**config.mk**
```make
export PLATFORM = sky130hd
export DESIGN_NAME = multi_reset_ctrl
export DESIGN_NICKNAME = d
export VERILOG_FILES = /design/src/rtl/rsc_pkg.sv /design/src/rtl/rsc_sync.sv /design/src/rtl/rsc_clk_monitor.sv /design/src/rtl/rsc_flash_guard.sv /design/src/rtl/multi_reset_ctrl.sv
export SDC_FILE = /design/constraint.sdc
export NUM_CORES = 1
export LEC_CHECK = 0
export ABC_AREA = 1
export BUFFER_PORTS_ARGS = -buffer_cell sky130_fd_sc_hd__buf_4
export CAP_MARGIN = 20
export CORE_ASPECT_RATIO = 0.8
export CORE_MARGIN = 1.5
export CORE_UTILIZATION = 57
export DETAILED_ROUTE_END_ITERATION = 16
export PLACE_DENSITY = 0.9
export SETUP_SLACK_MARGIN = 0.3
export SLEW_MARGIN = 30
export SYNTH_ARGS = -nofsm -noshare
export SYNTH_HDL_FRONTEND = slang
export SYNTH_SLANG_ARGS = --single-unit
export TNS_END_PERCENT = 20
```
**constraint.sdc**
```tcl
create_clock -name clk_i -period 2.3 [get_ports clk_i]
set_clock_uncertainty 0.05 [all_clocks]
set_input_delay 0.115 -clock clk_i [delete_from_list [all_inputs] [get_ports clk_i]]
set_output_delay 0.115 -clock clk_i [all_outputs]
set_load 0.03 [all_outputs]
```
**src/rtl/rsc_pkg.sv**
```systemverilog
package rsc_pkg;

    localparam int unsigned FLAG_W    = 8;
    // Bit positions software depends on
    localparam int unsigned BIT_PIN   = 0;
    localparam int unsigned BIT_MCD   = 2;
    localparam int unsigned BIT_USB   = 3;
    localparam int unsigned BIT_SW    = 4;
    localparam int unsigned BIT_FLASH = 6;

    typedef enum logic {
        ST_IDLE  = 1'b0,
        ST_RESET = 1'b1
    } rsc_state_e;

    function automatic logic [FLAG_W-1:0] flag_bit(input int unsigned pos);
        return FLAG_W'(1) << pos;
    endfunction

endpackage

```
**src/rtl/rsc_sync.sv**
```systemverilog
module rsc_sync #(
    parameter int unsigned      WIDTH   = 1,
    parameter int unsigned      STAGES  = 2,
    parameter logic [WIDTH-1:0] RST_VAL = '0
) (
    input  logic             clk_i,
    input  logic             rst_ni,
    input  logic [WIDTH-1:0] async_i,
    output logic [WIDTH-1:0] sync_o
);

    logic [WIDTH-1:0] stage_d [STAGES];
    logic [WIDTH-1:0] stage_q [STAGES];

    always_comb begin
        stage_d[0] = async_i;
        for (int i = 1; i < int'(STAGES); i++) begin
            stage_d[i] = stage_q[i-1];
        end
    end

    always_ff @(posedge clk_i or negedge rst_ni) begin
        if (!rst_ni) begin
            for (int i = 0; i < int'(STAGES); i++) begin
                stage_q[i] <= RST_VAL;
            end
        end else begin
            for (int i = 0; i < int'(STAGES); i++) begin
                stage_q[i] <= stage_d[i];
            end
        end
    end

    assign sync_o = stage_q[STAGES-1];

endmodule

```
**src/rtl/rsc_clk_monitor.sv**
```systemverilog
module rsc_clk_monitor #(
    parameter int unsigned LIMIT       = 25000,
    parameter int unsigned SYNC_STAGES = 2
) (
    input  logic clk_i,
    input  logic rst_ni,
    input  logic enable_i,
    input  logic mon_clk_i,
    output logic timeout_o
);

    localparam int unsigned CW = $clog2(LIMIT + 1);
    localparam logic [CW-1:0] LIMIT_C = CW'(LIMIT);

    typedef struct packed {
        logic          prev;
        logic [CW-1:0] cnt;
    } mon_t;

    mon_t m_d, m_q;
    logic mon_s;
    logic rise;

    rsc_sync #(
        .WIDTH  (1),
        .STAGES (SYNC_STAGES),
        .RST_VAL(1'b0)
    ) u_sync (
        .clk_i  (clk_i),
        .rst_ni (rst_ni),
        .async_i(mon_clk_i),
        .sync_o (mon_s)
    );

    assign rise = mon_s & ~m_q.prev;

    always_comb begin
        m_d      = m_q;
        m_d.prev = mon_s;
        if (!enable_i || rise) begin
            m_d.cnt = '0;
        end else if (m_q.cnt != LIMIT_C) begin
            m_d.cnt = m_q.cnt + 1'b1;
        end
    end

    always_ff @(posedge clk_i or negedge rst_ni) begin
        if (!rst_ni) begin
            m_q <= '0;
        end else begin
            m_q <= m_d;
        end
    end

    assign timeout_o = enable_i && (m_q.cnt == LIMIT_C);

endmodule

```
**src/rtl/rsc_flash_guard.sv**
```systemverilog
module rsc_flash_guard #(
    parameter int unsigned       ADDR_W = 16,
    parameter logic [ADDR_W-1:0] TOP    = 16'h3DFF
) (
    input  logic              wr_i,
    input  logic              rd_i,
    input  logic              fetch_i,
    input  logic [ADDR_W-1:0] addr_i,
    input  logic              sec_i,
    output logic              err_o
);

    logic any_access;
    logic beyond;

    always_comb begin
        any_access = wr_i | rd_i | fetch_i;
        beyond     = addr_i > TOP;
        err_o      = (any_access && beyond) || sec_i;
    end

endmodule

```
**src/rtl/multi_reset_ctrl.sv**
```systemverilog
module multi_reset_ctrl
    import rsc_pkg::*;
#(
    parameter int unsigned       STRETCH_CYCLES = 16,
    parameter int unsigned       MCD_LIMIT      = 25000,
    parameter int unsigned       SYNC_STAGES    = 2,
    parameter int unsigned       ADDR_W         = 16,
    parameter logic [ADDR_W-1:0] FLASH_TOP      = 16'h3DFF
) (
    input  logic              clk_i,
    input  logic              rst_ni,
    input  logic              sys_clk_i,
    input  logic              pin_rst_ni,
    input  logic              reg_wr_i,
    input  logic [7:0]        reg_wdata_i,
    input  logic              fl_wr_i,
    input  logic              fl_rd_i,
    input  logic              fl_fetch_i,
    input  logic [ADDR_W-1:0] fl_addr_i,
    input  logic              fl_sec_i,
    input  logic              usb_bus_rst_i,
    input  logic              usb_vbus_i,
    input  logic              usb_vbus_pol_i,
    output logic              sys_rst_o,
    output logic [7:0]        status_o
);

    localparam int unsigned CNT_W = $clog2(STRETCH_CYCLES + 1);
    localparam logic [CNT_W-1:0] RELOAD = CNT_W'(STRETCH_CYCLES - 1);

    typedef struct packed {
        rsc_state_e         state;
        logic [CNT_W-1:0]   cnt;
        logic [FLAG_W-1:0]  flags;
        logic               mcd_en;
        logic               usb_en;
    } ctl_t;

    localparam ctl_t CTL_RESET = '{
        state:  ST_RESET,
        cnt:    RELOAD,
        flags:  '0,
        mcd_en: 1'b0,
        usb_en: 1'b0
    };

    ctl_t s_d, s_q;

    // Synchronised asynchronous inputs: {pin, bus reset, vbus}
    logic [2:0] async_in;
    logic [2:0] sync_out;
    logic       pin_low;
    logic       bus_rst_s;
    logic       vbus_s;

    assign async_in = {pin_rst_ni, usb_bus_rst_i, usb_vbus_i};

    rsc_sync #(
        .WIDTH  (3),
        .STAGES (SYNC_STAGES),
        .RST_VAL(3'b100)
    ) u_in_sync (
        .clk_i  (clk_i),
        .rst_ni (rst_ni),
        .async_i(async_in),
        .sync_o (sync_out)
    );

    assign pin_low   = ~sync_out[2];
    assign bus_rst_s = sync_out[1];
    assign vbus_s    = sync_out[0];

    logic mcd_timeout;

    rsc_clk_monitor #(
        .LIMIT      (MCD_LIMIT),
        .SYNC_STAGES(SYNC_STAGES)
    ) u_clk_mon (
        .clk_i    (clk_i),
        .rst_ni   (rst_ni),
        .enable_i (s_q.mcd_en),
        .mon_clk_i(sys_clk_i),
        .timeout_o(mcd_timeout)
    );

    logic flash_err;

    rsc_flash_guard #(
        .ADDR_W(ADDR_W),
        .TOP   (FLASH_TOP)
    ) u_flash_guard (
        .wr_i   (fl_wr_i),
        .rd_i   (fl_rd_i),
        .fetch_i(fl_fetch_i),
        .addr_i (fl_addr_i),
        .sec_i  (fl_sec_i),
        .err_o  (flash_err)
    );

    // Only bits 2..4 of the write data carry meaning
    logic unused_wdata;
    assign unused_wdata = ^{reg_wdata_i[7:5], reg_wdata_i[1:0]};

    logic              usb_hit;
    logic              sw_hit;
    logic              any_hit;
    logic [FLAG_W-1:0] cause;

    // Fixed priority: pin, clock detector, flash, USB, software
    always_comb begin
        usb_hit = s_q.usb_en && (bus_rst_s || (vbus_s == usb_vbus_pol_i));
        sw_hit  = reg_wr_i && reg_wdata_i[BIT_SW];
        any_hit = 1'b1;
        if (pin_low) begin
            cause = flag_bit(BIT_PIN);
        end else if (mcd_timeout) begin
            cause = flag_bit(BIT_MCD);
        end else if (flash_err) begin
            cause = flag_bit(BIT_FLASH);
        end else if (usb_hit) begin
            cause = flag_bit(BIT_USB);
        end else if (sw_hit) begin
            cause = flag_bit(BIT_SW);
        end else begin
            cause   = '0;
            any_hit = 1'b0;
        end
    end

    always_comb begin
        s_d = s_q;
        unique case (s_q.state)
            ST_IDLE: begin
                if (any_hit) begin
                    s_d.state  = ST_RESET;
                    s_d.cnt    = RELOAD;
                    s_d.flags  = cause;
                    s_d.mcd_en = 1'b0;
                    s_d.usb_en = 1'b0;
                end else if (reg_wr_i) begin
                    s_d.mcd_en = reg_wdata_i[BIT_MCD];
                    s_d.usb_en = reg_wdata_i[BIT_USB];
                end
            end
            ST_RESET: begin
                if (pin_low) begin
                    s_d.cnt   = RELOAD;
                    s_d.flags = flag_bit(BIT_PIN);
                end else if (s_q.cnt == '0) begin
                    s_d.state = ST_IDLE;
                end else begin
                    s_d.cnt = s_q.cnt - 1'b1;
                end
            end
            default: s_d = CTL_RESET;
        endcase
    end

    always_ff @(posedge clk_i or negedge rst_ni) begin
        if (!rst_ni) begin
            s_q <= CTL_RESET;
        end else begin
            s_q <= s_d;
        end
    end

    assign sys_rst_o = (s_q.state == ST_RESET);
    assign status_o  = s_q.flags;

endmodule

```
==> metrics.md <==
| Metric | Value |
|---|---|
| Post-Syn Area | `between 1500 and 2000 um2` |
| Row count | `18` |
| Met1 track demand over resource in global routing | `0.293` |
| Leading cell types in the layout, fill and taps excluded | `55 x sky130_fd_sc_hd__nand2_1, 31 x sky130_fd_sc_hd__buf_4, 30 x sky130_fd_sc_hd__dfrtp_1` |
| Final max-slew violation count | `0` |
| Max frequency | `about 0.55 GHz` |
| Number of cells on the worst hold path | `3` |
| Sum of routed wire length over all layers | `about 3700 um` |
| Number of instances in the synthesized netlist | `233` |
| Count of cell types in the netlist | `30` |
| Max-cap violations | `0` |
| Category of the worst setup path launch point | `flop` |
| Fraction of final layout cells with drive strength greater than 1 | `0.248` |
| Worst Reg-to-Reg Cells | `12` |
| Initial antenna violation count | `0` |
| Total Routing Usage GR | `0.224` |
| First-pass GRT wire length | `a little under 6000 um` |
| Crit path DAT | `1960 ps` |
| Initial core utilization | `0.612` |
| Floorplan die height | `around 55 um` |
| Largest net degree at the start of global routing | `38` |
| Number of filler cells placed in the layout | `between 200 and 250` |
| GRT met2 Usage | `0.345` |
| Root Driver | `sky130_fd_sc_hd__clkbuf_8` |
| Largest fanout of any net on the critical path | `6` |
| Count of clock tree sinks | `37` |
| Critical path class | `reg2reg` |
| Detailed-routing iteration count for the pre-antenna-repair pass | `4` |
| R2R setup slack | `approximately 470 ps` |
| Total design power | `around 0.0012 W` |
| Warnings from Yosys | `0` |
| Met3 global-route usage | `0.0607` |
| CTS H-Tree Depth | `2` |
| Sequential share of the synthesized area | `0.484` |
| Maximum root-to-sink buffer count | `2` |
| Hold Path Origin | `reg_wdata_i[3]` |
| Initial DRC count | `between 60 and 70` |
| Number of endpoints failing setup at the final stage | `0` |
| Number of storage elements in the synthesis netlist | `37` |
| Area added between synthesis and finish | `18.5%` |
| Post-route worst setup slack | `about 470 ps` |
| Avg WL per Cell | `12.1 um` |
| Number of ports placed on the die boundary | `45` |
| Half-perimeter wire length after placement | `around 2600 um` |
| Num CTS Buffers | `5` |
| Worst-skew pair later-pin latency | `between 200 and 300 ps` |
| Most common cell after layout, fill and taps aside | `sky130_fd_sc_hd__nand2_1` |
| Max VDD drop | `537 uV` |
| I/O Buffers | `27` |
| Total power divided by cell area | `approximately 520 nW/um2` |
| Die width | `just under 70 um` |
| Worst-case setup slack after placement | `between 400 and 500 ps` |
| Critical Path End Type | `flop` |
| Avg Synthesized Cell Area | `~8.3 um2` |
| Hold Violations, Final | `0` |
| Min cycle time layout | `between 1500 and 2000 ps` |
| Unrepaired setup endpoints after global routing | `yes` |
| Final clock period utilization by the worst path | `0.796` |
| Final Wtd Congestion | `~0.81` |
| Hold worst-path end | `s_q[0]` |
| Clock tree from TritonCTS | `built` |
| Status | `complete, no violations` |
| Net count, final | `308` |
| Cell leakage power | `roughly 1.1 nW` |
| Total via count in the routed design | `roughly 1600` |
| Final setup TNS | `0 ps` |
| Clock slew seen by the registers of the worst setup and hold paths | `about 70 ps` |
| Via count of the first global-routing pass | `about 1400` |
| Critical path required time | `2430 ps` |
| Die Outline Area | `~3700 um2` |
| Number of DRC violations after detailed routing | `0` |
| Busiest layer in global routing | `met2` |
| Final antenna-violating net count | `0` |
| Via-per-instance ratio | `roughly 5.2` |
| Worst Hold Margin | `between 6 and 7 ps` |
| Total overflow reported by the global router | `0` |
| Antenna fix cells | `0` |
| Worst R2R End | `s_q[1]` |
| Worst reg2reg startpoint | `u_clk_mon.m_q[0]` |
| Min-delay worst type | `in2reg` |
| Core area | `around 3200 um2` |
-- worst max path at each step --
| stage | startpoint | endpoint |
|---|---|---|
| after floorplan | s_q[10] | s_q[13] |
| after global placement | u_clk_mon.m_q[0] | s_q[11] |
| after detailed placement | u_clk_mon.m_q[0] | s_q[10] |
| after CTS | u_clk_mon.m_q[0] | s_q[10] |
| after global routing | s_q[10] | s_q[13] |
| final | u_clk_mon.m_q[0] | s_q[1] |
-- cell families (layout without fill, tap and decap cells) --
logic type | after synthesis | after routing | synth area share
xor gates and xnor gates | 3 | 3 | 0.0136
DFF | 37 | 37 | 0.484
AOI/OAI and AO/OA | 24 | 25 | 0.0739
adders and majority gates | 3 | 3 | 0.0194
other | 1 | 3 | 0.00194
buffers and inverters | 41 | 75 | 0.0998
and+or+nand+nor | 124 | 124 | 0.307
-- worst max-delay path, cell delays in order, from the launching register on --
cell and delay (ps):
sky130_fd_sc_hd__dfrtp_1 420, sky130_fd_sc_hd__inv_1 90, sky130_fd_sc_hd__ha_1 180, sky130_fd_sc_hd__nand2_1 60
sky130_fd_sc_hd__inv_1 50, sky130_fd_sc_hd__nand2_1 60, sky130_fd_sc_hd__nor2_2 170, sky130_fd_sc_hd__nand3_2 100
sky130_fd_sc_hd__nand2_2 150, sky130_fd_sc_hd__o21bai_4 120, sky130_fd_sc_hd__buf_4 160, sky130_fd_sc_hd__nand3_1 60
sky130_fd_sc_hd__nand2_1 50
-- stage by stage --
stage	util	cell area, um2	cells
3_5_place_dp	0.671	2110	292
4_1_cts	0.713	2250	305
3_3_place_gp	0.671	2110	292
6_report	0.726	2290	310
2_1_floorplan	-	1940	235
5_1_grt	0.726	2290	310
-- per-layer routing --
metal  wire length (um)  part of all wire
met5                  0                 0
met4                 72             0.019
met3                236             0.063
met2               1730              0.46
met1               1700              0.46
-- power breakdown --
part           switching (W)  internal [W]  total (W)
clock               0.000217      0.000210   0.000427
sequential        0.00000692      0.000668   0.000675
combinational      0.0000476     0.0000392  0.0000868
total               0.000272      0.000917    0.00119
-- cell usage after synthesis, drive strengths merged --
master  instances  share of area
nor4            1         0.0032
dfstp           7          0.095
buf            10          0.040
ha              3          0.019
nand2          58           0.12
inv            29          0.056
or2             2         0.0065
dfrtp          30           0.39
nor3            5          0.019
conb            1         0.0019
clkinv          2         0.0039
a21oi          11          0.030
o21a            1         0.0039
xor2            3          0.014
nor2           27          0.065
nand4           5          0.016
o21ai          10          0.026
o21bai          1         0.0097
o211ai          1         0.0039
nand3          26          0.080
-- registers in the layout, indices dropped and copies added (netlist names) --
register and cells:
u_clk_mon.m_q 16, sys_rst_o 1, u_in_sync.stage_d 3, u_clk_mon.u_sync.stage_d 1
u_in_sync.sync_o 3, status_o 5, s_q 7, u_clk_mon.u_sync.sync_o 1
-- final cells by class --
cell class | instances | area [um2] | share of cell area
inverters | 31 | 116 | 0.0508
clock inverters | 2 | 10.0 | 0.00437
well taps | 40 | 50.0 | 0.0219
flip-flops and latches | 37 | 935 | 0.408
multi-input cells | 158 | 822 | 0.359
repair buffers | 36 | 283 | 0.124
clock buffers | 6 | 72.6 | 0.0317
-- repair_timing --
item / in CTS / in global routing
buffers inserted: 0 / 4
gates resized for setup: 0 / 0
hold endpoints to repair: 34 / 0
endpoints found under the setup margin: 0 / 3
hold buffers: 5 / 0
(Power assumes the default switching activity.)
